**src/rtl/pic_pkg.sv**
```systemverilog
package pic_pkg;
  localparam int LVL_W   = 3;
  localparam int NUM_LVL = 1 << LVL_W;

  typedef logic [LVL_W-1:0]   lvl_t;
  typedef logic [NUM_LVL-1:0] lvl_vec_t;

  // index of lowest set bit, 0 when none set
  function automatic lvl_t lowest_lvl(input lvl_vec_t v);
    lvl_t r;
    r = '0;
    for (int i = NUM_LVL - 1; i >= 0; i--) begin
      if (v[i]) r = lvl_t'(i);
    end
    return r;
  endfunction
endpackage

```
**src/rtl/pic_level_table.sv**
```systemverilog
module pic_level_table
  import pic_pkg::*;
#(
  parameter int NUM_DEV = 128,
  parameter int DEV_W   = (NUM_DEV > 1) ? $clog2(NUM_DEV) : 1
) (
  input  logic               clk,
  input  logic               rst,
  input  logic               cfg_we,
  input  logic [DEV_W-1:0]   cfg_dev,
  input  lvl_t               cfg_lvl,
  input  logic [NUM_DEV-1:0] dev_req,
  output lvl_vec_t           lvl_req,
  output logic               top_vld,
  output lvl_t               top_lvl,
  output logic [DEV_W-1:0]   top_dev
);
  lvl_t lvl_q [NUM_DEV];
  logic [NUM_LVL-1:0][NUM_DEV-1:0] hit;

  always_ff @(posedge clk) begin
    if (rst) begin
      for (int d = 0; d < NUM_DEV; d++) lvl_q[d] <= '0;
    end else if (cfg_we && (int'(cfg_dev) < NUM_DEV)) begin
      lvl_q[cfg_dev] <= cfg_lvl;
    end
  end

  // per-level request merge; level 0 never requests
  for (genvar l = 0; l < NUM_LVL; l++) begin : g_lvl
    for (genvar d = 0; d < NUM_DEV; d++) begin : g_dev
      if (l == 0) begin : g_off
        assign hit[l][d] = 1'b0;
      end else begin : g_on
        assign hit[l][d] = dev_req[d] && (lvl_q[d] == lvl_t'(l));
      end
    end
    assign lvl_req[l] = |hit[l];
  end

  always_comb begin
    top_vld = |lvl_req;
    top_lvl = lowest_lvl(lvl_req);
    top_dev = '0;
    for (int d = NUM_DEV - 1; d >= 0; d--) begin
      if (hit[top_lvl][d]) top_dev = DEV_W'(d);
    end
  end
endmodule

```
**src/rtl/pic_arbiter.sv**
```systemverilog
module pic_arbiter
  import pic_pkg::*;
(
  input  lvl_vec_t lvl_req,
  input  lvl_vec_t in_svc,
  output logic     grant_vld,
  output lvl_t     grant_lvl
);
  lvl_vec_t blocked;
  lvl_vec_t eligible;

  // blocked[L] = any level 1..L in service
  assign blocked[0] = in_svc[0];
  for (genvar l = 1; l < NUM_LVL; l++) begin : g_pfx
    assign blocked[l] = blocked[l-1] | in_svc[l];
  end

  assign eligible  = lvl_req & ~blocked;
  assign grant_vld = |eligible;
  assign grant_lvl = lowest_lvl(eligible);
endmodule

```
**src/rtl/pic_service.sv**
```systemverilog
module pic_service
  import pic_pkg::*;
(
  input  logic     clk,
  input  logic     rst,
  input  logic     set_vld,
  input  lvl_t     set_lvl,
  input  logic     dismiss,
  output lvl_vec_t in_svc
);
  lvl_vec_t svc_q;
  lvl_vec_t clr_1h;
  lvl_vec_t set_1h;

  assign clr_1h = dismiss ? (svc_q & (~svc_q + lvl_vec_t'(1))) : '0;
  assign set_1h = set_vld ? (lvl_vec_t'(1) << set_lvl) : '0;

  always_ff @(posedge clk) begin
    if (rst) svc_q <= '0;
    else     svc_q <= (svc_q & ~clr_1h) | set_1h;
  end

  assign in_svc = svc_q;

  a_r7_dismiss_one: assert property (@(posedge clk) disable iff (rst)
    (dismiss && !set_vld && svc_q != '0) |=> ($countones(svc_q) + 1 == $countones($past(svc_q))));
  a_r7_hold: assert property (@(posedge clk) disable iff (rst)
    (!dismiss) |=> ((svc_q & $past(svc_q)) == $past(svc_q)));
  a_r1_level0_idle: assert property (@(posedge clk) disable iff (rst)
    svc_q[0] == 1'b0);
endmodule

```
**src/rtl/prio_irq_ctrl.sv**
```systemverilog
module prio_irq_ctrl
  import pic_pkg::*;
#(
  parameter int NUM_DEV  = 128,
  parameter int DEV_W    = (NUM_DEV > 1) ? $clog2(NUM_DEV) : 1,
  parameter int ADDR_W   = 18,
  parameter int VEC_BASE = 40
) (
  input  logic               clk,
  input  logic               rst,
  input  logic [NUM_DEV-1:0] dev_req,
  input  logic               cfg_we,
  input  logic [DEV_W-1:0]   cfg_dev,
  input  logic [2:0]         cfg_lvl,
  input  logic               fetch_pt,
  input  logic               dismiss,
  output logic               take,
  output logic [2:0]         take_lvl,
  output logic [ADDR_W-1:0]  vec_addr,
  output logic [6:0]         in_service,
  output logic               pend_valid,
  output logic [2:0]         pend_lvl,
  output logic [DEV_W-1:0]   pend_dev
);
  lvl_vec_t         lvl_req, svc;
  logic             grant_vld, top_vld, accept;
  lvl_t             grant_lvl, top_lvl;
  logic [DEV_W-1:0] top_dev;

  pic_level_table #(.NUM_DEV(NUM_DEV), .DEV_W(DEV_W)) u_table (
    .clk(clk), .rst(rst), .cfg_we(cfg_we), .cfg_dev(cfg_dev), .cfg_lvl(cfg_lvl),
    .dev_req(dev_req), .lvl_req(lvl_req),
    .top_vld(top_vld), .top_lvl(top_lvl), .top_dev(top_dev)
  );

  pic_arbiter u_arb (
    .lvl_req(lvl_req), .in_svc(svc), .grant_vld(grant_vld), .grant_lvl(grant_lvl)
  );

  assign accept = fetch_pt && grant_vld;

  pic_service u_svc (
    .clk(clk), .rst(rst), .set_vld(accept), .set_lvl(grant_lvl),
    .dismiss(dismiss), .in_svc(svc)
  );

  always_ff @(posedge clk) begin
    if (rst) begin
      take       <= 1'b0;
      take_lvl   <= '0;
      vec_addr   <= '0;
      pend_valid <= 1'b0;
      pend_lvl   <= '0;
      pend_dev   <= '0;
    end else begin
      take       <= accept;
      pend_valid <= top_vld;
      pend_lvl   <= top_lvl;
      pend_dev   <= top_dev;
      if (accept) begin
        take_lvl <= grant_lvl;
        vec_addr <= ADDR_W'(VEC_BASE) + ADDR_W'({grant_lvl, 1'b0});
      end
    end
  end

  assign in_service = svc[NUM_LVL-1:1];

  a_r3_take_on_fetch: assert property (@(posedge clk) disable iff (rst)
    take |-> $past(fetch_pt));
  a_r2_no_level0: assert property (@(posedge clk) disable iff (rst)
    take |-> (take_lvl != 3'd0));
  a_r6_not_blocked: assert property (@(posedge clk) disable iff (rst)
    take |-> (($past(svc) & ((lvl_vec_t'(2) << take_lvl) - lvl_vec_t'(1))) == '0));
  a_r7_marked: assert property (@(posedge clk) disable iff (rst)
    take |-> svc[take_lvl]);
endmodule

```
**config.mk**
```make
export PLATFORM = sky130hd
export DESIGN_NAME = prio_irq_ctrl
export DESIGN_NICKNAME = d
export VERILOG_FILES = /design/src/rtl/pic_pkg.sv /design/src/rtl/pic_level_table.sv /design/src/rtl/pic_arbiter.sv /design/src/rtl/pic_service.sv /design/src/rtl/prio_irq_ctrl.sv
export SDC_FILE = /design/constraint.sdc
export NUM_CORES = 2
export LEC_CHECK = 0
export ABC_AREA = 0
export BUFFER_PORTS_ARGS = -buffer_cell sky130_fd_sc_hd__buf_2
export CAP_MARGIN = 5
export CORE_UTILIZATION = 25
export DETAILED_ROUTE_END_ITERATION = 8
export GPL_ROUTABILITY_DRIVEN = 1
export PLACE_DENSITY_LB_ADDON = 0.1
export SLEW_MARGIN = 10
export SYNTH_ARGS = -nofsm -noshare
export SYNTH_HDL_FRONTEND = slang
export SYNTH_SLANG_ARGS = --single-unit
export TNS_END_PERCENT = 20
```
**constraint.sdc**
```tcl
create_clock -name clk -period 5.1 [get_ports clk]
set_clock_uncertainty 0.05 [all_clocks]
set_input_delay 0.255 -clock clk [delete_from_list [all_inputs] [get_ports clk]]
set_output_delay 0.255 -clock clk [all_outputs]
set_load 0.005 [all_outputs]
```
Yosys cells after proc, flatten, opt, wreduce, memory -nomap -nowiden --
Memories as Yosys holds them, arrays and structs flattened. Index checks and enable logic that the tools add are counted.
Storage, ports and cells: memories 1, input bits 143, memory bits (writable) 384, output and inout bits 40, flip-flop bits (word level) 41
Memory list:
- u_table.lvl_q | words 128, bits a word 3, rd ports 128, clocked after Yosys merged registers in 0, write ports 128, line pic_level_table.sv:18 | lvl_t lvl_q [NUM_DEV];
Cells by class: bitwise operators 14, equal/unequal tests 896, reduce and logical (&&, ||, !) cells 914, add/sub/neg operators 2, shifts and indexed selects 1, $lt $le $gt $ge 1, multiplexer cells 154
Operators by type and width (count):
- equality test 3 bit (second input constant) | 512
- logical AND 1 bit | 897
- OR reduction 128 bit | 7
- OR reduction 896 bit | 1
- equality test 3 x 2 -> 1 bit (second input constant) | 256
- two-way mux 7 bit | 65
- binary-select mux 128 bit (select 3 bit) | 1
- equality test 3 x 1 -> 1 bit (second input constant) | 128
- two-way mux 6 bit | 32
- two-way mux 128 bit | 1
- two-way mux 5 bit | 16
- OR reduction 65 bit | 1
- two-way mux 3 bit | 20
- OR reduction 33 bit | 1
- two-way mux 4 bit | 8
- AND 8 bit | 3
- NOT 8 bit | 3
- OR reduction 17 bit | 1
- two-way mux 8 bit | 2
- OR reduction 9 bit | 1
- adder 8 x 1 -> 8 bit (second input constant) | 1
- bitwise OR 8 bit | 1
- OR reduction 8 bit | 1
- << shifter 1 x 3 -> 8 bit (first input constant) | 1
- other kinds (8) | 22

Depth between registers and ports, before layout --
An unclocked memory read counts as a cell.
depth after elaboration 140, depth in mapped cells 21, gate-level depth less buffers 15

Hierarchy --
A second synthesis with hierarchy kept.
Second synthesis, totals: cells, all modules 4148, area, all modules 37176.9 um2
By module, submodules not included:
- pic_level_table | times used 1, area each 36012.0 um2, sequential area each 11531.1 um2, cells an instance 4020
- prio_irq_ctrl | times used 1, area each 658.1 um2, sequential area each 340.3 um2, cells an instance 63
- pic_service | times used 1, area each 347.8 um2, sequential area each 160.2 um2, cells an instance 38
- pic_arbiter | times used 1, area each 158.9 um2, sequential area each 0.0 um2, cells an instance 27

Worst setup path after synthesis --
OpenSTA, ideal clock, no wires.
kind reg-to-reg, start memory u_table.lvl_q[31][2] (netlist name), end register pend_dev[1], slack 0.215 ns, period minus slack after synthesis 4.885 ns, setup time 0.074 ns, arrival 4.761 ns, path buffers 2, stages on the path, launching flop included 17, cells stage by stage edfxtp_1 > clkbuf_1 > nand4b_1 > o2111ai_1 > or4_1 > or3_1 > or4_4 > a2111oi_4 > nor2_2 > buf_2 > xnor2_1 > a31oi_1 > or3b_1 > or4_1 > a2111oi_0 > nand4b_1 > a31oi_1
RTL lines:
- start: declaration | line pic_level_table.sv:18
- end signal: assignment | line prio_irq_ctrl.sv:59 | pend_dev <= top_dev;
- end: declaration | line prio_irq_ctrl.sv:23 | output logic [DEV_W-1:0] pend_dev

==> summary.md <==
| Metric | Value |
|---|---|
| Status | `finished, violations left` |
| Failing checks | `negative setup slack` |
| Clock buffer depth | `3` |
| Number of global-route vias before repair | `43,800` |
| Residual antenna-violating net count after detailed routing | `0` |
| Share of the synthesized area in the top cell type | `around a third` |
| Capturing point of the worst reg2reg path | `pend_dev[1]` |
| Routed length on met3 | `around 34,000 µm` |
| Number of flip-flops and latches in the synthesized netlist | `a little over 400` |
| Reg2Reg Setup Slack | `-0.98 ns` |
| Hold Path Sink | `u_table.lvl_q[20][0]` |
| Total power | `about 12,000 µW` |
| Core Rows | `140` |
| Slowest Stage Delay on Critical Path | `around 1.1 ns` |
| Ys flop type | `edfxtp_1` |
| Count of final hold-check violations | `0` |
| Number of I/O port buffers | `between 150 and 200` |
| Die Outline Area | `about 150,000 µm²` |
| Total Routing Usage GR | `between 40% and 50%` |
| Area of combinational cells with multiple inputs | `23,800 µm²` |
| Post-CTS clock slew at the launch and capture registers of the worst setup and hold paths | `0.07 ns` |
| Worst Path Class, Setup | `register to register` |
| Cell repeated most along the worst path | `buf_4` |
| Yosys warning total | `0` |
| Wire length of the first global-routing pass | `439,000 µm` |
| Max layer used | `met5` |
| Maximum number of pins on one net before global-route repair | `roughly 130` |
| Syn Inst Count | `between 4,000 and 5,000` |
| Via count normalized by instance count | `6.17` |
| Final non-filler cell total | `7,909` |
| HPWL reported at the end of detailed placement | `just under 300,000 µm` |
| Final WS setup | `-0.983 ns` |
| Post-synth cell types | `99` |
| Metal1 wirelength | `roughly 140,000 µm` |
| Slowest cell on crit path | `nor4bb_4` |
| Final Routed Wirelength | `between 300,000 and 400,000 µm` |
| Sequential Area | `around 12,000 µm²` |
| Total gr overflow | `0` |
| Clock Latency Late Sink | `roughly 0.69 ns` |
| Worst hold path depth | `2` |
| TritonCTS Buffers | `between 50 and 60` |
| Kind of cell adding the most delay to the critical path | `simple AND/OR/NAND/NOR gates` |
| Synth area leaders | `edfxtp_1 31%, and3_1 7.1%, nor4bb_1 6.6%, nand4b_1 6.2%, nand2_1 4.8%` |
| Path depth of the worst reg2reg path | `20` |
| Placed Instances | `a little under 8,000` |
| Critical path startpoint category | `register` |
| Worst hold path type | `primary input to register` |
| Maximum vdd ir drop | `0.255 mV` |
| First-pass iteration count of the detailed router | `6` |
| Post-Synthesis Cell Area | `roughly 37,000 µm²` |
| Number of sinks handled by clock tree synthesis | `409` |
| Metal2 WL | `roughly 140,000 µm` |
| Synth-to-layout area growth | `58.2%` |
| Core Footprint | `between 100,000 and 150,000 µm²` |
| Ordered cell list for the critical path | `nor4bb_4, nor4_1, buf_4, nand4_1, nor4_2, buf_4, nand4_1, buf_4, nor4_4, buf_4, buf_4, a21boi_1, a2111oi_4, nor4_4, buf_4, or3b_4, or4_4, a2111oi_4, nand4b_1, a31oi_1` |
| Count leader, synth | `nand2_1` |
| Initial antenna violation count | `between 60 and 70` |
| WP data required | `approximately 5.7 ns` |
| Slew margin rel. | `approximately 6.7%` |
| Time the final worst path needs with I/O delays and setup | `6.08 ns` |
| RSZ-0062 raised after global routing | `true` |
| Clock tree from TritonCTS | `built` |
| Cell area after placement | `54,800 µm²` |
| Root buffer cell | `clkbuf_16` |
| Ratio of cells with drive above 1 in the final layout | `around 40%` |
| CP Data Arrival Time | `6.64 ns` |
| Most common library cells after synthesis | `472 x nand2_1, 417 x and3_1, 410 x clkbuf_1` |
| Avg Synthesized Cell Area | `about 8.5 µm²` |
| CP bufs+invs | `6` |
| Die height | `~390 µm` |
| Async set-reset flop share out of synthesis | `0%` |
| Slew Limit Fails | `0` |
| Power Density | `around 200 nW/µm²` |
| Worst flop-to-flop path startpoint | `u_table.lvl_q[28][0]` |
| Kind of end point of the critical path | `register` |
| Horizontal die dimension | `386 µm` |
| Synth area leader | `edfxtp_1` |
| # IOs | `between 150 and 200` |
| Final standard cell utilization of the core | `~40%` |
| Final setup viols | `7` |
| Net count of the finished layout | `6,054` |
| Number of design-rule violations left by the first detailed-router iteration | `7,221` |
| Leakage | `around 0.025 µW` |
| Register area share after synthesis | `approximately a third` |
| Total of fill cells in the finished design | `between 10,000 and 15,000` |
| GP Congestion | `roughly 1.1` |
| Total via count after detailed routing | `between 40,000 and 50,000` |
| Number of synthesized flops with an enable pin | `about 380` |
| Tcrit/Tclk final | `119%` |
| FMAX | `0.164 GHz` |
| Detail-routed net length per standard cell | `43.8 µm` |
| Worst slew pin tran | `~1.4 ns` |
| Worst Min Path Start | `cfg_lvl[0]` |
| Count of maximum capacitance violations | `0` |
| Post-route DRC | `0` |
| Design Area, Final | `around 58,000 µm²` |
| H-tree levels | `2` |
| Crit Path Max Fanout | `8` |
| Starting density of the core | `25.2%` |
[cells in the final DEF (no fill, tap or decap), types with 91 or more instances in the layout]
master / n
nor2_1: 113
nor4bb_1: 205
inv_1: 97
nand4b_1: 261
buf_4: 1624
edfxtp_1: 384
and3_1: 411
o21ai_0: 91
nand3_1: 100
nand2_1: 468
buf_12: 221
buf_2: 166
nand4_1: 213
a21oi_1: 94
[area by class of cell]
class	instances	share of cell area (%)
Clock inverter	35	0.625
Timing Repair Buffer	2042	30.6
Multi-Input combinational cell	3308	40.9
Sequential cell	409	20.7
Antenna cell	38	0.163
Inverter	98	0.640
Clock buffer	62	2.34
Tap cell	1917	4.12
[repair_timing]
item                       in CTS  in global routing
buffers inserted               42                  7
hold buffers                    5                  0
setup endpoints to repair       7                  7
resized for setup             176                 56
hold endpoints to repair       16                  0
pin swaps                      47                 20
gates cloned                    1                  0
[report_power, final]
part / switching [µW] / internal [µW]
registers: 204 / 3840
clock network: 1710 / 2220
logic: 2200 / 1520
[kinds of logic after synthesis]
family	count (synthesis)	share of synthesized area [%]
muxes	46	1.27
AOI/OAI and AO/OA	819	16.5
DFF	409	32.7
xor gates and xnor gates	67	1.59
and+or+nand+nor	2363	41.1
other	1	0.0102
buffers and inverters	614	6.80
[registers in the layout (all words and copies together), names as in the netlist]
register,cells
pend_dev,7
pend_lvl,3
pend_valid,1
take,1
take_lvl,2
u_svc.in_svc,8
u_table.lvl_q,384
vec_addr,3
[worst max path at each step]
| stage | startpoint | endpoint | depth (start not counted) |
|---|---|---|---|
| final | u_table.lvl_q[28][0] | pend_dev[1] | 20 |
| after global routing | u_table.lvl_q[12][1] | pend_dev[1] | 20 |
| after CTS | u_table.lvl_q[107][0] | pend_dev[1] | 20 |
| after detailed placement | u_table.lvl_q[43][2] | pend_dev[1] | 24 |
| after global placement | u_table.lvl_q[43][2] | pend_dev[1] | 24 |
| after floorplan | u_table.lvl_q[31][2] | pend_dev[1] | 16 |
[stage by stage]
stage          TNS (ns)  hold slack (ns)  setup slack [ns]
6_report          -6.07            0.208            -0.983
5_1_grt           -6.10            0.223            -0.911
4_1_cts           -4.92            0.179            -0.773
3_5_place_dp     -11.89            0.409             -2.28
3_3_place_gp     -12.65            0.399             -2.36
2_1_floorplan         0            0.341             0.215
[layer usage]
layer  up-vias  global-route usage [%]
li1      20300                       -
met5         -                       0
met3       712                    10.5
met2      3023                    64.7
met1     24700                    59.7
met4        38                    31.3
No activity file was read; power rests on OpenSTA's default activity.
